--- src/rtl/streamcmd_pkg.sv ---
package streamcmd_pkg;
   localparam int CNT_W  = 29;
   localparam int SEC_W  = 32;
   localparam int TICK_W = 32;
   localparam int WORD_W = 32;

   typedef enum logic [1:0] {
      KIND_STOP    = 2'd0,
      KIND_CONT    = 2'd1,
      KIND_COUNTED = 2'd2
   } cmd_kind_e;

   typedef struct packed {
      logic              start_now;
      logic              chain;
      logic              reload;
      cmd_kind_e         kind;
      logic [CNT_W-1:0]  count;
      logic [SEC_W-1:0]  secs;
      logic [TICK_W-1:0] ticks;
   } cmd_entry_t;

   function automatic cmd_kind_e classify(input logic chain, input logic [CNT_W-1:0] count);
      if (!chain && count == '0)
         return KIND_STOP;
      else if (chain && count == CNT_W'(1))
         return KIND_CONT;
      else
         return KIND_COUNTED;
   endfunction
endpackage

--- src/rtl/scap_addr_decode.sv ---
module scap_addr_decode #(
   parameter int          ADDR_W    = 8,
   parameter int unsigned BASE_ADDR = 'h10
) (
   input  logic              clk,
   input  logic              rst_n,
   input  logic              wr_en,
   input  logic [ADDR_W-1:0] wr_addr,
   output logic              hit_cmd,
   output logic              hit_secs,
   output logic              hit_ticks,
   output logic              hit_clear
);
   localparam logic [ADDR_W-1:0] BASE_V  = ADDR_W'(BASE_ADDR);
   localparam bit                ALIGNED = (BASE_ADDR % 4) == 0;

   if (ADDR_W < 3) begin : g_bad_width
      $error("scap_addr_decode: ADDR_W must be at least 3");
   end
   if (BASE_ADDR + 3 >= (64'd1 << ADDR_W)) begin : g_bad_base
      $error("scap_addr_decode: register window exceeds address space");
   end

   logic [1:0] sel;
   logic       in_win;

   if (ALIGNED) begin : g_aligned
      assign in_win = (wr_addr[ADDR_W-1:2] == BASE_V[ADDR_W-1:2]);
      assign sel    = wr_addr[1:0];
   end else begin : g_offset
      logic [ADDR_W-1:0] off;
      assign off    = wr_addr - BASE_V;
      assign in_win = (off < ADDR_W'(4));
      assign sel    = off[1:0];
   end

   assign hit_cmd   = wr_en && in_win && (sel == 2'd0);
   assign hit_secs  = wr_en && in_win && (sel == 2'd1);
   assign hit_ticks = wr_en && in_win && (sel == 2'd2);
   assign hit_clear = wr_en && in_win && (sel == 2'd3);

   AST_ONE_STROBE: assert property (@(posedge clk) disable iff (!rst_n)
      $onehot0({hit_cmd, hit_secs, hit_ticks, hit_clear})) else $error("AST_ONE_STROBE");
   AST_STROBE_NEEDS_EN: assert property (@(posedge clk) disable iff (!rst_n)
      !wr_en |-> !(hit_cmd || hit_secs || hit_ticks || hit_clear)) else $error("AST_STROBE_NEEDS_EN");
endmodule

--- src/rtl/scap_stage.sv ---
module scap_stage
   import streamcmd_pkg::*;
(
   input  logic              clk,
   input  logic              rst_n,
   input  logic [WORD_W-1:0] wr_data,
   input  logic              hit_cmd,
   input  logic              hit_secs,
   input  logic              hit_ticks,
   output logic              push_req,
   output cmd_entry_t        push_entry
);
   logic [WORD_W-1:0] cmd_word_q;
   logic [SEC_W-1:0]  secs_q;

   always_ff @(posedge clk or negedge rst_n) begin
      if (!rst_n) begin
         cmd_word_q <= '0;
         secs_q     <= '0;
      end else begin
         if (hit_cmd)  cmd_word_q <= wr_data;
         if (hit_secs) secs_q     <= wr_data[SEC_W-1:0];
      end
   end

   always_comb begin
      push_entry.start_now = cmd_word_q[31];
      push_entry.chain     = cmd_word_q[30];
      push_entry.reload    = cmd_word_q[29];
      push_entry.count     = cmd_word_q[CNT_W-1:0];
      push_entry.kind      = classify(cmd_word_q[30], cmd_word_q[CNT_W-1:0]);
      push_entry.secs      = secs_q;
      push_entry.ticks     = wr_data[TICK_W-1:0];
   end

   assign push_req = hit_ticks;

   AST_STAGE_HOLDS: assert property (@(posedge clk) disable iff (!rst_n)
      (!hit_cmd && !hit_secs) |=> ($stable(cmd_word_q) && $stable(secs_q))) else $error("AST_STAGE_HOLDS");
endmodule

--- src/rtl/scap_fifo.sv ---
module scap_fifo
   import streamcmd_pkg::*;
#(
   parameter int DEPTH = 8
) (
   input  logic       clk,
   input  logic       rst_n,
   input  logic       clr,
   input  logic       push_req,
   input  cmd_entry_t din,
   input  logic       pop_req,
   output cmd_entry_t dout,
   output logic       empty,
   output logic       full,
   output logic       dropped
);
   localparam int  PTR_W = (DEPTH > 1) ? $clog2(DEPTH) : 1;
   localparam int  LVL_W = $clog2(DEPTH + 1);
   localparam bit  POW2  = (DEPTH & (DEPTH - 1)) == 0;

   if (DEPTH < 2 || DEPTH > 64) begin : g_bad_depth
      $error("scap_fifo: DEPTH must be in 2..64");
   end

   logic [PTR_W-1:0] wr_ptr_q, rd_ptr_q, wr_ptr_nx, rd_ptr_nx;
   logic [LVL_W-1:0] level_q;
   logic             do_push, do_pop;
   cmd_entry_t       slots [DEPTH];

   assign empty   = (level_q == '0);
   assign full    = (level_q == LVL_W'(DEPTH));
   assign do_push = push_req && !full && !clr;
   assign do_pop  = pop_req && !empty && !clr;
   assign dropped = push_req && full && !clr;

   if (POW2) begin : g_wrap_natural
      assign wr_ptr_nx = wr_ptr_q + PTR_W'(1);
      assign rd_ptr_nx = rd_ptr_q + PTR_W'(1);
   end else begin : g_wrap_compare
      assign wr_ptr_nx = (wr_ptr_q == PTR_W'(DEPTH - 1)) ? '0 : wr_ptr_q + PTR_W'(1);
      assign rd_ptr_nx = (rd_ptr_q == PTR_W'(DEPTH - 1)) ? '0 : rd_ptr_q + PTR_W'(1);
   end

   for (genvar g = 0; g < DEPTH; g++) begin : g_slot
      localparam logic [PTR_W-1:0] IDX = PTR_W'(g);
      cmd_entry_t slot_q;
      always_ff @(posedge clk or negedge rst_n) begin
         if (!rst_n)
            slot_q <= '0;
         else if (do_push && wr_ptr_q == IDX)
            slot_q <= din;
      end
      assign slots[g] = slot_q;
   end

   assign dout = slots[rd_ptr_q];

   always_ff @(posedge clk or negedge rst_n) begin
      if (!rst_n) begin
         wr_ptr_q <= '0;
         rd_ptr_q <= '0;
         level_q  <= '0;
      end else if (clr) begin
         wr_ptr_q <= '0;
         rd_ptr_q <= '0;
         level_q  <= '0;
      end else begin
         if (do_push) wr_ptr_q <= wr_ptr_nx;
         if (do_pop)  rd_ptr_q <= rd_ptr_nx;
         level_q <= level_q + LVL_W'(do_push) - LVL_W'(do_pop);
      end
   end

   AST_LEVEL_RANGE: assert property (@(posedge clk) disable iff (!rst_n)
      level_q <= LVL_W'(DEPTH)) else $error("AST_LEVEL_RANGE");
   AST_PUSH_SHOWS: assert property (@(posedge clk) disable iff (!rst_n)
      (push_req && !full && !clr) |=> !empty) else $error("AST_PUSH_SHOWS");
   AST_DROP_KEEPS_FULL: assert property (@(posedge clk) disable iff (!rst_n)
      (push_req && full && !clr && !pop_req) |=> full) else $error("AST_DROP_KEEPS_FULL");
   AST_CLEAR_EMPTIES: assert property (@(posedge clk) disable iff (!rst_n)
      clr |=> empty) else $error("AST_CLEAR_EMPTIES");
   AST_POP_EMPTY_NOOP: assert property (@(posedge clk) disable iff (!rst_n)
      (empty && pop_req && !push_req && !clr) |=> empty) else $error("AST_POP_EMPTY_NOOP");
endmodule

--- src/rtl/stream_cmd_capture.sv ---
module stream_cmd_capture
   import streamcmd_pkg::*;
#(
   parameter int          ADDR_W    = 8,
   parameter int unsigned BASE_ADDR = 'h10,
   parameter int          DEPTH     = 8
) (
   input  logic              clk,
   input  logic              rst_n,
   input  logic              wr_en,
   input  logic [ADDR_W-1:0] wr_addr,
   input  logic [31:0]       wr_data,
   input  logic              cmd_pop,
   output logic              cmd_valid,
   output logic              cmd_now,
   output logic              cmd_chain,
   output logic              cmd_reload,
   output logic [1:0]        cmd_kind,
   output logic [28:0]       cmd_count,
   output logic [63:0]       cmd_time,
   output logic              overflow
);
   logic       hit_cmd, hit_secs, hit_ticks, hit_clear;
   logic       push_req, dropped, q_empty, q_full;
   cmd_entry_t push_entry, head;
   logic       ovf_q;

   scap_addr_decode #(.ADDR_W(ADDR_W), .BASE_ADDR(BASE_ADDR)) u_dec (
      .clk(clk), .rst_n(rst_n), .wr_en(wr_en), .wr_addr(wr_addr),
      .hit_cmd(hit_cmd), .hit_secs(hit_secs), .hit_ticks(hit_ticks), .hit_clear(hit_clear)
   );

   scap_stage u_stage (
      .clk(clk), .rst_n(rst_n), .wr_data(wr_data),
      .hit_cmd(hit_cmd), .hit_secs(hit_secs), .hit_ticks(hit_ticks),
      .push_req(push_req), .push_entry(push_entry)
   );

   scap_fifo #(.DEPTH(DEPTH)) u_fifo (
      .clk(clk), .rst_n(rst_n), .clr(hit_clear),
      .push_req(push_req), .din(push_entry), .pop_req(cmd_pop),
      .dout(head), .empty(q_empty), .full(q_full), .dropped(dropped)
   );

   always_ff @(posedge clk or negedge rst_n) begin
      if (!rst_n)         ovf_q <= 1'b0;
      else if (hit_clear) ovf_q <= 1'b0;
      else if (dropped)   ovf_q <= 1'b1;
   end

   assign overflow   = ovf_q;
   assign cmd_valid  = !q_empty;
   assign cmd_now    = head.start_now;
   assign cmd_chain  = head.chain;
   assign cmd_reload = head.reload;
   assign cmd_kind   = head.kind;
   assign cmd_count  = head.count;
   assign cmd_time   = {head.secs, head.ticks};

   AST_OVF_STICKY: assert property (@(posedge clk) disable iff (!rst_n)
      (overflow && !hit_clear) |=> overflow) else $error("AST_OVF_STICKY");
   AST_OVF_CAUSE: assert property (@(posedge clk) disable iff (!rst_n)
      $rose(overflow) |-> $past(hit_ticks && q_full)) else $error("AST_OVF_CAUSE");
   AST_CLEAR_OVF: assert property (@(posedge clk) disable iff (!rst_n)
      hit_clear |=> !overflow) else $error("AST_CLEAR_OVF");
   AST_STOP_SHAPE: assert property (@(posedge clk) disable iff (!rst_n)
      (cmd_valid && cmd_kind == 2'd0) |-> (!cmd_chain && cmd_count == '0)) else $error("AST_STOP_SHAPE");
endmodule

--- config.mk ---
export PLATFORM = sky130hd
export DESIGN_NAME = stream_cmd_capture
export DESIGN_NICKNAME = d
export VERILOG_FILES = /design/src/rtl/streamcmd_pkg.sv /design/src/rtl/scap_addr_decode.sv /design/src/rtl/scap_stage.sv /design/src/rtl/scap_fifo.sv /design/src/rtl/stream_cmd_capture.sv
export SDC_FILE = /design/constraint.sdc
export NUM_CORES = 1
export LEC_CHECK = 0
export BUFFER_PORTS_ARGS = -buffer_cell sky130_fd_sc_hd__buf_2
export CAP_MARGIN = 0
export CORE_MARGIN = 2
export CORE_UTILIZATION = 67
export DETAILED_ROUTE_END_ITERATION = 16
export MAX_ROUTING_LAYER = met4
export PLACE_DENSITY = 0.92
export REMOVE_ABC_BUFFERS = 1
export SYNTH_ARGS = -nofsm -noshare
export SYNTH_HDL_FRONTEND = slang
export SYNTH_SLANG_ARGS = --single-unit
--- constraint.sdc ---
create_clock -name clk -period 7.7 [get_ports clk]
set_input_delay 0.77 -clock clk [delete_from_list [all_inputs] [get_ports clk]]
set_output_delay 0.77 -clock clk [all_outputs]
set_load 0.02 [all_outputs]
After elaboration in Yosys (flattened, before gate mapping)
Index checks and enable logic that the tools add are counted.
- register bits: 859
- word-level logic and storage cells: 125
- input bits: 44
- output and inout bits: 100
- reduce and logical (&&, ||, !) cells: 32
- bitwise gates (word level): 1
- add/sub/neg operators: 4
- eq/ne operators: 13
- multiplexer cells: 12
- magnitude comparators: 1
- operators by type and width (operator ; number):
    $bmux W98 S3 ; 1
    $mux W98 ; 2
    $eq A29 B1 Y1 const B ; 1
    $logic_not A29 Y1 ; 1
    $logic_and A1 B1 Y1 ; 21
    $eq A3 B3 Y1 const B ; 4
    $mux W3 ; 4
    $add A3 B1 Y3 const B ; 2
    $eq A3 B2 Y1 const B ; 2
    $eq A6 B3 Y1 const B ; 1
    $reduce_bool A2 Y1 ; 3
    $add A4 B1 Y4 ; 1
    $eq A2 B2 Y1 const B ; 2
    $eq A4 B4 Y1 const B ; 1
    $ge A4 B4 Y1 const B ; 1
    $logic_not A1 Y1 ; 4
    $logic_not A4 Y1 ; 1
    $mux W2 ; 2
    $mux W4 ; 1
    $not A3 Y4 ; 1
    $sub A4 B1 Y4 ; 1
    $eq A3 B1 Y1 const B ; 1
    $logic_not A3 Y1 ; 1
    $eq A2 B1 Y1 const B ; 1
    other kinds (2) ; 3

Logic depth before layout (Yosys ltp)
Gate-level depths: netlist of the first run.
- depth after elaboration: 8
- depth in mapped cells: 12
- mapped depth without buffers: 12

By module
Synthesis of the first run repeated with hierarchy kept, for this count alone.
- cell total of the unflattened synthesis: 2277
- area, all modules: 38468.1 um^2
- modules (own cells, without submodules) (module ; area each (um^2) ; times used ; cells an instance):
    scap_fifo ; 35680.5 ; 1 ; 2084
    scap_stage ; 2692.6 ; 1 ; 182
    scap_addr_decode ; 56.3 ; 1 ; 8
    stream_cmd_capture ; 38.8 ; 1 ; 3

Worst setup path before layout of the first run
Ideal clock, no wire load.
- path type: input port to flip-flop
- from: input wr_addr[3]
- to: register u_fifo.level_q[2]
- buffers on the path: 1
- setup slack: 4.704 ns
- data required time: 7.570 ns
- stages: 11
- arrival: 2.866 ns
- cell sequence: nor3_1 > and2_0 > and3_1 > clkbuf_1 > nor2_1 > ha_1 > inv_1 > ha_1 > fa_1 > xnor2_1 > nor2_1
- word-level cells in the longest chain between the ends: 8
- elaborated cells between the ends (all ways): 11
- those cells by class: add/sub (2); eq/ne (1); mux (1); reduce/logical (7)
- ends and longest elaborated chain (item ; line ; text):
    start, declared ; stream_cmd_capture.sv:11 ; input logic [ADDR_W-1:0] wr_addr,
    $eq A6 B3 Y1 * ; scap_addr_decode.sv:28 ; assign in_win = (wr_addr[ADDR_W-1:2] == BASE_V[ADDR_W-1:2]);
    $logic_and A1 B1 Y1 * ; scap_addr_decode.sv:39, scap_addr_decode.sv:40 ;
    $logic_and A1 B1 Y1 (on tied branches) ; scap_addr_decode.sv:39, scap_addr_decode.sv:40 ;
    $logic_and A1 B1 Y1 / $logic_not A1 Y1 (equally long branches) ; scap_fifo.sv:32, scap_fifo.sv:33 ;
    $logic_and A1 B1 Y1 ; scap_fifo.sv:32 ; assign do_push = push_req && !full && !clr;
    $add A4 B1 Y4 ; scap_fifo.sv:70 ; level_q <= level_q + LVL_W'(do_push) - LVL_W'(do_pop);
    $sub A4 B1 Y4 ; scap_fifo.sv:70 ;
    $mux W4 * ; scap_fifo.sv:63 ; end else if (clr) begin
    end signal, assigned ; scap_fifo.sv:70 ;
    end, declared ; scap_fifo.sv:26 ; logic [LVL_W-1:0] level_q;
Every way passes the cells marked *; elsewhere a longest branch is shown, timed or not.
A chain may end at the register's enable or synchronous reset.

Worst setup path in the final report of the first run
- from: register u_fifo.rd_ptr_q[0]
- to: output cmd_count[9]
- word-level cells in the longest chain between the ends: 4
- ends and longest elaborated chain (item ; line ; text):
    start, declared ; scap_fifo.sv:25 ; logic [PTR_W-1:0] wr_ptr_q, rd_ptr_q, wr_ptr_nx, rd_ptr_nx;
    start signal, assigned ; scap_fifo.sv:69 ; if (do_pop) rd_ptr_q <= rd_ptr_nx;
    $not A3 Y4 (not written as such) ; scap_fifo.sv:56 ; assign dout = slots[rd_ptr_q];
    $bmux W98 S3 ; scap_fifo.sv:56 ;
    $mux W98 (not written as such) (2 in series) ; scap_fifo.sv:56 ;
    end, declared ; stream_cmd_capture.sv:19 ; output logic [28:0] cmd_count,
Every way passes these cells. The select of a mux whose other input is x is not followed.

==> summary.txt, run 1 <==
Clocking
  • Hold_buf cts: 0
  • CTS tree: yes
  • Clk sinks: 859
  • Clock Tree Root: clkbuf_16
  • Clock Pin Slew Worst Setup and Hold Paths: 0.06 ns
  • H-tree lvl count: 3
  • Setup bufs post-CTS: 0
  • Clock Path Buffers: 3
  • CTS buffer count: 86
  • Post-CTS sizing: 0
  • Worst skew pair latency: around 0.63 ns

Floorplan
  • Die area: a little under 60000 sq um
  • Die Y-Extent: 243 um
  • Initial Util: 0.679
  • Io pins: 144
  • Placeable Area: roughly 56000 sq um
  • # rows: 87
  • Die extent in x: 243 um

Finish
  • Layout cells sized above 1: 0.601
  • Final net count: 2411
  • ANT cells: 0
  • Fillers: 3011
  • Fin cells: 3177
  • Register area: 21500 sq um
  • Final instance area: 42300 sq um
  • Area grow syn2layout: 10.3%
  • Multi-input logic area: 15900 sq um
  • Finished Core Util: 0.749

STA
  • RSZ-0062 raised after global routing: false
  • Max Fclk: 227 MHz
  • Setup TNS: 0 ns
  • Final worst path period need: 4.41 ns
  • Clock Skews: 0.0188 ns
  • Max-slew violations: 0
  • Final period util: 0.573
  • Setup WS post-layout: 3.29 ns
  • Final hold vios: 0
  • Count of final setup violators: 0
  • Slew margin rel.: 0.166
  • Worst-margin pin slew: 1.25 ns

Placement
  • GPL Wtd Cong: 0.742
  • # port buffers: 143
  • Setup WS pre-CTS: about 3.3 ns
  • Post-DP HPWL: 45500 um
  • Dpl cells: 3021
  • Dpl cell area: 39400 sq um

Yosys
  • EDFF count, synth: 0
  • Post-Synth Simple-Gate Area: 0.00822
  • Mux contribution to synthesized area: 0.396
  • YS warnings: 0
  • Largest family of logic cells by synthesized area: multiplexers
  • Fraction of registers with async set/reset: 1.00
  • Flip-flop and latch count after synthesis: 859
  • Cell count after synthesis: about 2.3k
  • Post-synthesis xor/xnor area fraction: 0.00114
  • Synth Area in Compound Gates: 0.00248
  • Netlist cell types: 42
  • Avg Cell Area, Syn: 16.6 sq um
  • Main synth FF type: dfrtp_1
  • Synth Area in Adders: 0.00476
  • Synthesized area: about 38000 sq um
  • Seq/Total Area, Yosys: 0.561

Critical path
  • Reg2Reg Depth: 7
  • Crit end category: output port
  • WS Path Type: reg -> out
  • CP required: 6.93 ns
  • Worst EP arrival: 3.64 ns
  • Startpoint type of the worst setup path: register
  • Bufs and invs on worst path: 2
  • Worst-path cell chain: buf_4 > mux4_2 > mux2_2 > buf_2
  • FF-to-FF setup slack: between 3 and 4 ns
  • Worst-path fanout max: ~50
  • Worst path top cell family by delay: flip-flops
  • Critical R2R Capture: u_fifo.g_slot[0].slot_q[60]
  • CP max stage delay: 1.10 ns
  • CP max-delay cell: dfrtp_4
  • FF-to-FF Start: u_fifo.level_q[2]

GRT
  • Global Route Usage Sum: 0.305
  • Vias in the first global route: 23.5k
  • Initial antenna violation count: 1
  • First-pass GRT wire length: ~140000 um
  • Gr ovfl total: 0
  • Largest net degree at the start of global routing: 207

Drt
  • Routed wire per std cell: 26.5 um
  • DRT Pass-1 Iters: 5
  • Initial DRC count: 1603
  • Routed WL: 84300 um
  • ANT nets after route: 0
  • Vias per cell: roughly 6.6
  • DRC: 0
  • Vias post-DR: 20.9k

Power
  • Leak: 21.4 nW
  • Max VDD drop: roughly 230 uV
  • PD cells: 248 nW/um^2

Min path
  • Hold Path Class: in -> async

Run status
  • Status: completed

Run
  • Max-Cap Viols: 0
-- layout make-up --
cell class,count,area share
clock inverter,28,0.00881
clock buffer,128,0.0606
timing repair buffer,170,0.0234
inverter,13,0.00115
multi-input combinational,1223,0.375
tap,756,0.0224
sequential,859,0.508
-- worst reg2reg max path: cells and delay by family, from the launching register on --
family | cells | cell delay [ns]
adder cells (fa/ha/maj) | 1 | 0.20
buffers and inverters | 2 | 0.91
flip-flops | 1 | 0.32
multiplexers | 1 | 0.44
AND/OR/NAND/NOR | 3 | 2.02
-- cells in the mapped netlist, drive strengths merged (2+ instances only) --
cell type  count  area (sq um)
xor2           3          26.3
ha            13           163
buf          137           693
mux2         939         10800
and3           3          18.8
dfrtp        859         21500
nor2b          3          18.8
xnor2          2          17.5
clkbuf        72           275
nand2          9          33.8
nand4          3          18.8
inv           13          48.8
a21oi          5          25.0
nor4           8          62.6
or3b           2          20.0
mux4         196          4410
o21ai          2          10.0
a31oi          3          18.8
nand3          7          45.0
a22o           2          17.5
nor2           8          30.0
mux2i          3          30.0
-- layer usage --
metal  wire length (um)  share of wire  up-vias  track usage
li1                   -              -     8656            -
met1              34700           0.41    11397        0.407
met2              43100           0.51      681        0.491
met3               4550          0.054      145       0.0449
met4               1960          0.023        0       0.0994
met5                  0              0        -            -
-- placed cells by master, fill, tap and decap left out, types with 2 or more instances in the layout --
master	synthesis	final
mux2_2	891	891
dfrtp_1	859	856
mux4_2	196	196
buf_2	65	142
clkbuf_16	0	89
mux2_4	48	48
buf_4	6	22
clkbuf_1	68	20
clkbuf_8	0	19
inv_1	13	13
ha_1	13	13
clkinv_2	0	11
nor2_1	8	8
bufinv_16	0	8
nand2_1	9	6
nor4_1	6	6
a21oi_1	5	5
nand3_1	5	5
inv_6	0	5
buf_12	0	5
nor2b_1	3	3
nand4_1	3	3
xor2_1	3	3
a31oi_1	3	3
mux2i_1	3	3
clkinv_4	0	3
dfrtp_4	0	3
xnor2_1	2	2
nand2_4	0	2
nor4_2	2	2
nand3_4	0	2
and3_4	0	2
a22o_1	2	2
o21ai_1	2	2
-- power by group --
group | total (W) | leakage [nW] | switching, W | internal (W)
Sequential | 0.00485 | 12.0 | 0.000286 | 0.00456
Combinational | 0.00132 | 8.00 | 0.000710 | 0.000611
Clock | 0.00432 | 1.45 | 0.00175 | 0.00258
-- worst max-delay path by stage --
stage | depth (start not counted) | to | slack (ns) | startpoint
floorplan | 2 | cmd_chain | -1.57 | u_fifo.rd_ptr_q[0]
global placement | 6 | u_fifo.g_slot[0].slot_q[45] | 3.42 | wr_addr[3]
finish | 4 | cmd_count[9] | 3.29 | u_fifo.rd_ptr_q[0]
detailed placement | 6 | u_fifo.g_slot[0].slot_q[57] | 3.29 | wr_addr[3]
CTS | 4 | cmd_count[9] | 3.15 | u_fifo.rd_ptr_q[0]
global route | 4 | cmd_count[28] | 3.00 | u_fifo.rd_ptr_q[0]
-- sequential cells by signal, indices dropped and copies added, names as in the netlist --
signal	cells
overflow	1
u_fifo.g_slot.slot_q	784
u_fifo.level_q	4
u_fifo.rd_ptr_q	3
u_fifo.wr_ptr_q	3
u_stage.cmd_word_q	32
u_stage.secs_q	32
-- through the flow --
| stage | total power [W] | hold slack [ns] |
|---|---|---|
| final | 0.0105 | 0.208 |
| after CTS | 0.0106 | 0.211 |
| after global placement | 0.00625 | 0.463 |
| after global routing | 0.0109 | 0.257 |
| after floorplan | 0.00594 | 0.451 |
| after detailed placement | 0.00627 | 0.480 |
-- cell families (layout without fill, tap and decap cells) --
logic type	Yosys count	after routing
multiplexers	1138	1138
AND/OR/NAND/NOR	51	51
adder cells (fa/ha/maj)	14	14
XOR/XNOR	5	5
buffers and inverters	222	339
flip-flops	859	859
AO/OA/AOI/OAI	15	15
Note: power is estimated with default switching activity, not from simulation.
==> run 2: changes to the inputs <==
CORE_UTILIZATION = 62   (was 67)
PLACE_DENSITY = 0.87   (was 0.92)
clock period = 4.1 ns   (was 7.7 ns; I/O delays follow)
==> run 2 against run 1 <==
Net effect: sequential share of layout area decreased by 0.52 points; wire length decreased by 0.45%; sequential power increased by 86%; non-clock buffer count increased by 34; clock-buffer cell count increased by 1; combinational power increased by 110%; design area increased by 1.0%; total power increased by 86%; critical path type unchanged; largest cell class unchanged; largest power group unchanged.
==> summary.txt, run 2 (synthesis results as in run 1) <==
Run status
  • Status: completed (unchanged)

Placement
  • Setup WS pre-CTS: 0.716 ns (was 3.29 ns)
  • Dpl cell area: 39900 sq um (was 39400 sq um)
  • GPL Wtd Cong: 0.788 (was 0.742)
  • # port buffers: 143 (unchanged)
  • Post-DP HPWL: 49000 um (was 45500 um)
  • Dpl cells: 3088 (was 3021)

Clocking
  • CTS tree: yes (unchanged)
  • Hold_buf cts: 1 (was 0)
  • Clock Pin Slew Worst Setup and Hold Paths: 0.06 ns (about the same)
  • Setup bufs post-CTS: 0 (unchanged)
  • H-tree lvl count: 3 (unchanged)
  • Clock Tree Root: clkbuf_16 (unchanged)
  • Worst skew pair latency: 0.65 ns (was 0.63 ns)
  • Clk sinks: 859 (unchanged)
  • Clock Path Buffers: 3 (unchanged)
  • CTS buffer count: 87 (was 86)
  • Post-CTS sizing: 0 (unchanged)

Finish
  • Largest register FFs: 784 (unchanged)
  • Area grow syn2layout: 11.5% (was 10.3%)
  • Final instance area: 42700 sq um (was 42300 sq um)
  • Final net count: 2446 (was 2411)
  • Fillers: 3871 (was 3011)
  • Biggest register: u_fifo.g_slot.slot_q (unchanged)
  • Layout cells sized above 1: 0.604 (was 0.601)
  • Top flop regs: u_fifo.g_slot.slot_q (784), u_stage.cmd_word_q (32), u_stage.secs_q (32) (unchanged)
  • Most common cell after layout, fill and taps aside: mux2_2 (unchanged)
  • Finished Core Util: 0.695 (was 0.749)
  • Most frequent cells in the layout: 891 x mux2_2, 856 x dfrtp_1, 196 x mux4_2 (unchanged)
  • Fin cells: 3247 (was 3177)

Power
  • Sequential share of power: 0.462 (about the same)
  • Clk pwr share: 0.396 (was 0.412)
  • Max VDD drop: 391 uV (was 229 uV)
  • Comb pwr share: 0.142 (was 0.126)
  • PD cells: 458 nW/um^2 (was 248 nW/um^2)
  • P_sw: 0.00524 W (was 0.00274 W)
  • Leak: 21.6 nW (was 21.4 nW)
  • Pint: 0.0143 W (was 0.00775 W)
  • Switching share of total power: 0.268 (was 0.261)

Drt
  • Initial DRC count: 1300 (was 1603)
  • Vias per cell: 6.40 (was 6.57)
  • Routed WL: 83900 um (was 84300 um)
  • ANT nets after route: 0 (unchanged)
  • DRT Pass-1 Iters: 5 (unchanged)
  • DRC: 0 (unchanged)
  • Routed wire per std cell: 25.8 um (was 26.5 um)
  • Vias post-DR: 20.8k (was 20.9k)

Critical path
  • CP max stage delay: 1.00 ns (was 1.10 ns)
  • CP required: 3.69 ns (was 6.93 ns)
  • Worst EP arrival: 3.13 ns (was 3.64 ns)
  • Worst-path cell chain: buf_4 > mux4_2 > mux2_2 > buf_2 (unchanged)
  • Reg2Reg Depth: 8 (was 7)
  • Worst-path fanout max: 34 (was 51)
  • WS Path Type: reg -> out (unchanged)
  • FF-to-FF setup slack: 0.59 ns (was 3.69 ns)
  • Critical R2R Capture: u_fifo.g_slot[7].slot_q[22] (was u_fifo.g_slot[0].slot_q[60])
  • Crit end category: output port (unchanged)
  • CP max-delay cell: dfrtp_4 (unchanged)
  • Startpoint type of the worst setup path: register (unchanged)
  • FF-to-FF Start: u_fifo.level_q[2] (unchanged)

STA
  • Final period util: 0.862
  • Final hold vios: 0 (unchanged)
  • Max Fclk: between 200 and 300 MHz
  • Max-slew violations: 0 (unchanged)
  • Clock Skews: 0.0215 ns (was 0.0188 ns)
  • Final worst path period need: 3.54 ns
  • Worst-margin pin slew: 1.16 ns (was 1.25 ns)
  • Setup TNS: 0 ns (unchanged)
  • Setup WS post-layout: 0.565 ns (was 3.29 ns)
  • Slew margin rel.: 0.221 (was 0.166)
  • Count of final setup violators: 0 (unchanged)
  • RSZ-0062 raised after global routing: false (unchanged)

GRT
  • Vias in the first global route: 23.4k (was 23.5k)
  • Initial antenna violation count: 3 (was 1)
  • Gr ovfl total: 0 (unchanged)
  • Largest net degree at the start of global routing: 114 (was 207)
  • First-pass GRT wire length: 135000 um (about the same)
  • Global Route Usage Sum: 0.282 (was 0.305)

Min path
  • Hold Path Class: in -> reg (was in -> async)
  • Hold endpoint: u_fifo.rd_ptr_q[1]
  • Hold Crit Depth: 3
  • Min-delay src: cmd_pop

Run
  • Max-Cap Viols: 0 (unchanged)

Floorplan
  • Die extent in x: 253 um (was 243 um)
  • Initial Util: 0.624 (was 0.679)
  • Die Y-Extent: 253 um (was 243 um)
  • Die area: 63900 sq um (was 59200 sq um)
  • Io pins: 144 (unchanged)
  • # rows: 91 (was 87)
  • Placeable Area: 61500 sq um (was 56500 sq um)
[run 2: stage by stage]
stage               power, W  hold slack [ns]
floorplan             0.0107            0.114
global placement      0.0120            0.465
detailed placement    0.0120            0.476
CTS                   0.0197           0.0138
global route          0.0203           0.0483
finish                0.0196           0.0447
[run 2: worst max-delay path by stage]
stage               slack [ns]  cells after the start                          end               start
floorplan                -4.81                      2                    cmd_chain  u_fifo.rd_ptr_q[0]
global placement          0.79                      8  u_fifo.g_slot[7].slot_q[54]   u_fifo.level_q[2]
detailed placement        0.72                      8  u_fifo.g_slot[7].slot_q[22]   u_fifo.level_q[2]
CTS                       0.50                      4                 cmd_count[9]  u_fifo.rd_ptr_q[0]
global route              0.43                      4                 cmd_count[9]  u_fifo.rd_ptr_q[0]
finish                    0.56                      4                cmd_count[18]  u_fifo.rd_ptr_q[0]
[run 2: critical path, delay by kind of cell, from the launching register on]
kind	cells	cell delay, ns
buffers and inverters	2	0.57
multiplexers	2	0.89
flip-flops	1	1.00
[run 2: layer usage]
metal,vias up,GRT usage,routed length [um]
li1,8703,-,-
met5,-,-,0
met4,0,0.0798,1640
met3,131,0.0372,3750
met2,540,0.466,43300
met1,11403,0.374,35300
[run 2: cell type report]
class,instances,area (sq um),share of cell area
Antenna cell,2,5.00,0.000117
Clock buffer,129,2490,0.0584
Clock inverter,27,283,0.00662
Inverter,13,48.8,0.00114
Multi-Input combinational cell,1223,15900,0.371
Sequential cell,859,21500,0.503
Tap cell,790,988,0.0231
Timing Repair Buffer,204,1540,0.0359
[run 2: power by group through the flow]
stage | sequential (W) | clock [W] | combinational, W
2_1_floorplan | 0.00941 | 0 | 0.00126
3_3_place_gp | 0.00916 | 0 | 0.00279
3_5_place_dp | 0.00918 | 0 | 0.00282
4_1_cts | 0.00903 | 0.00784 | 0.00284
5_1_grt | 0.00906 | 0.00821 | 0.00299
6_report | 0.00903 | 0.00775 | 0.00278
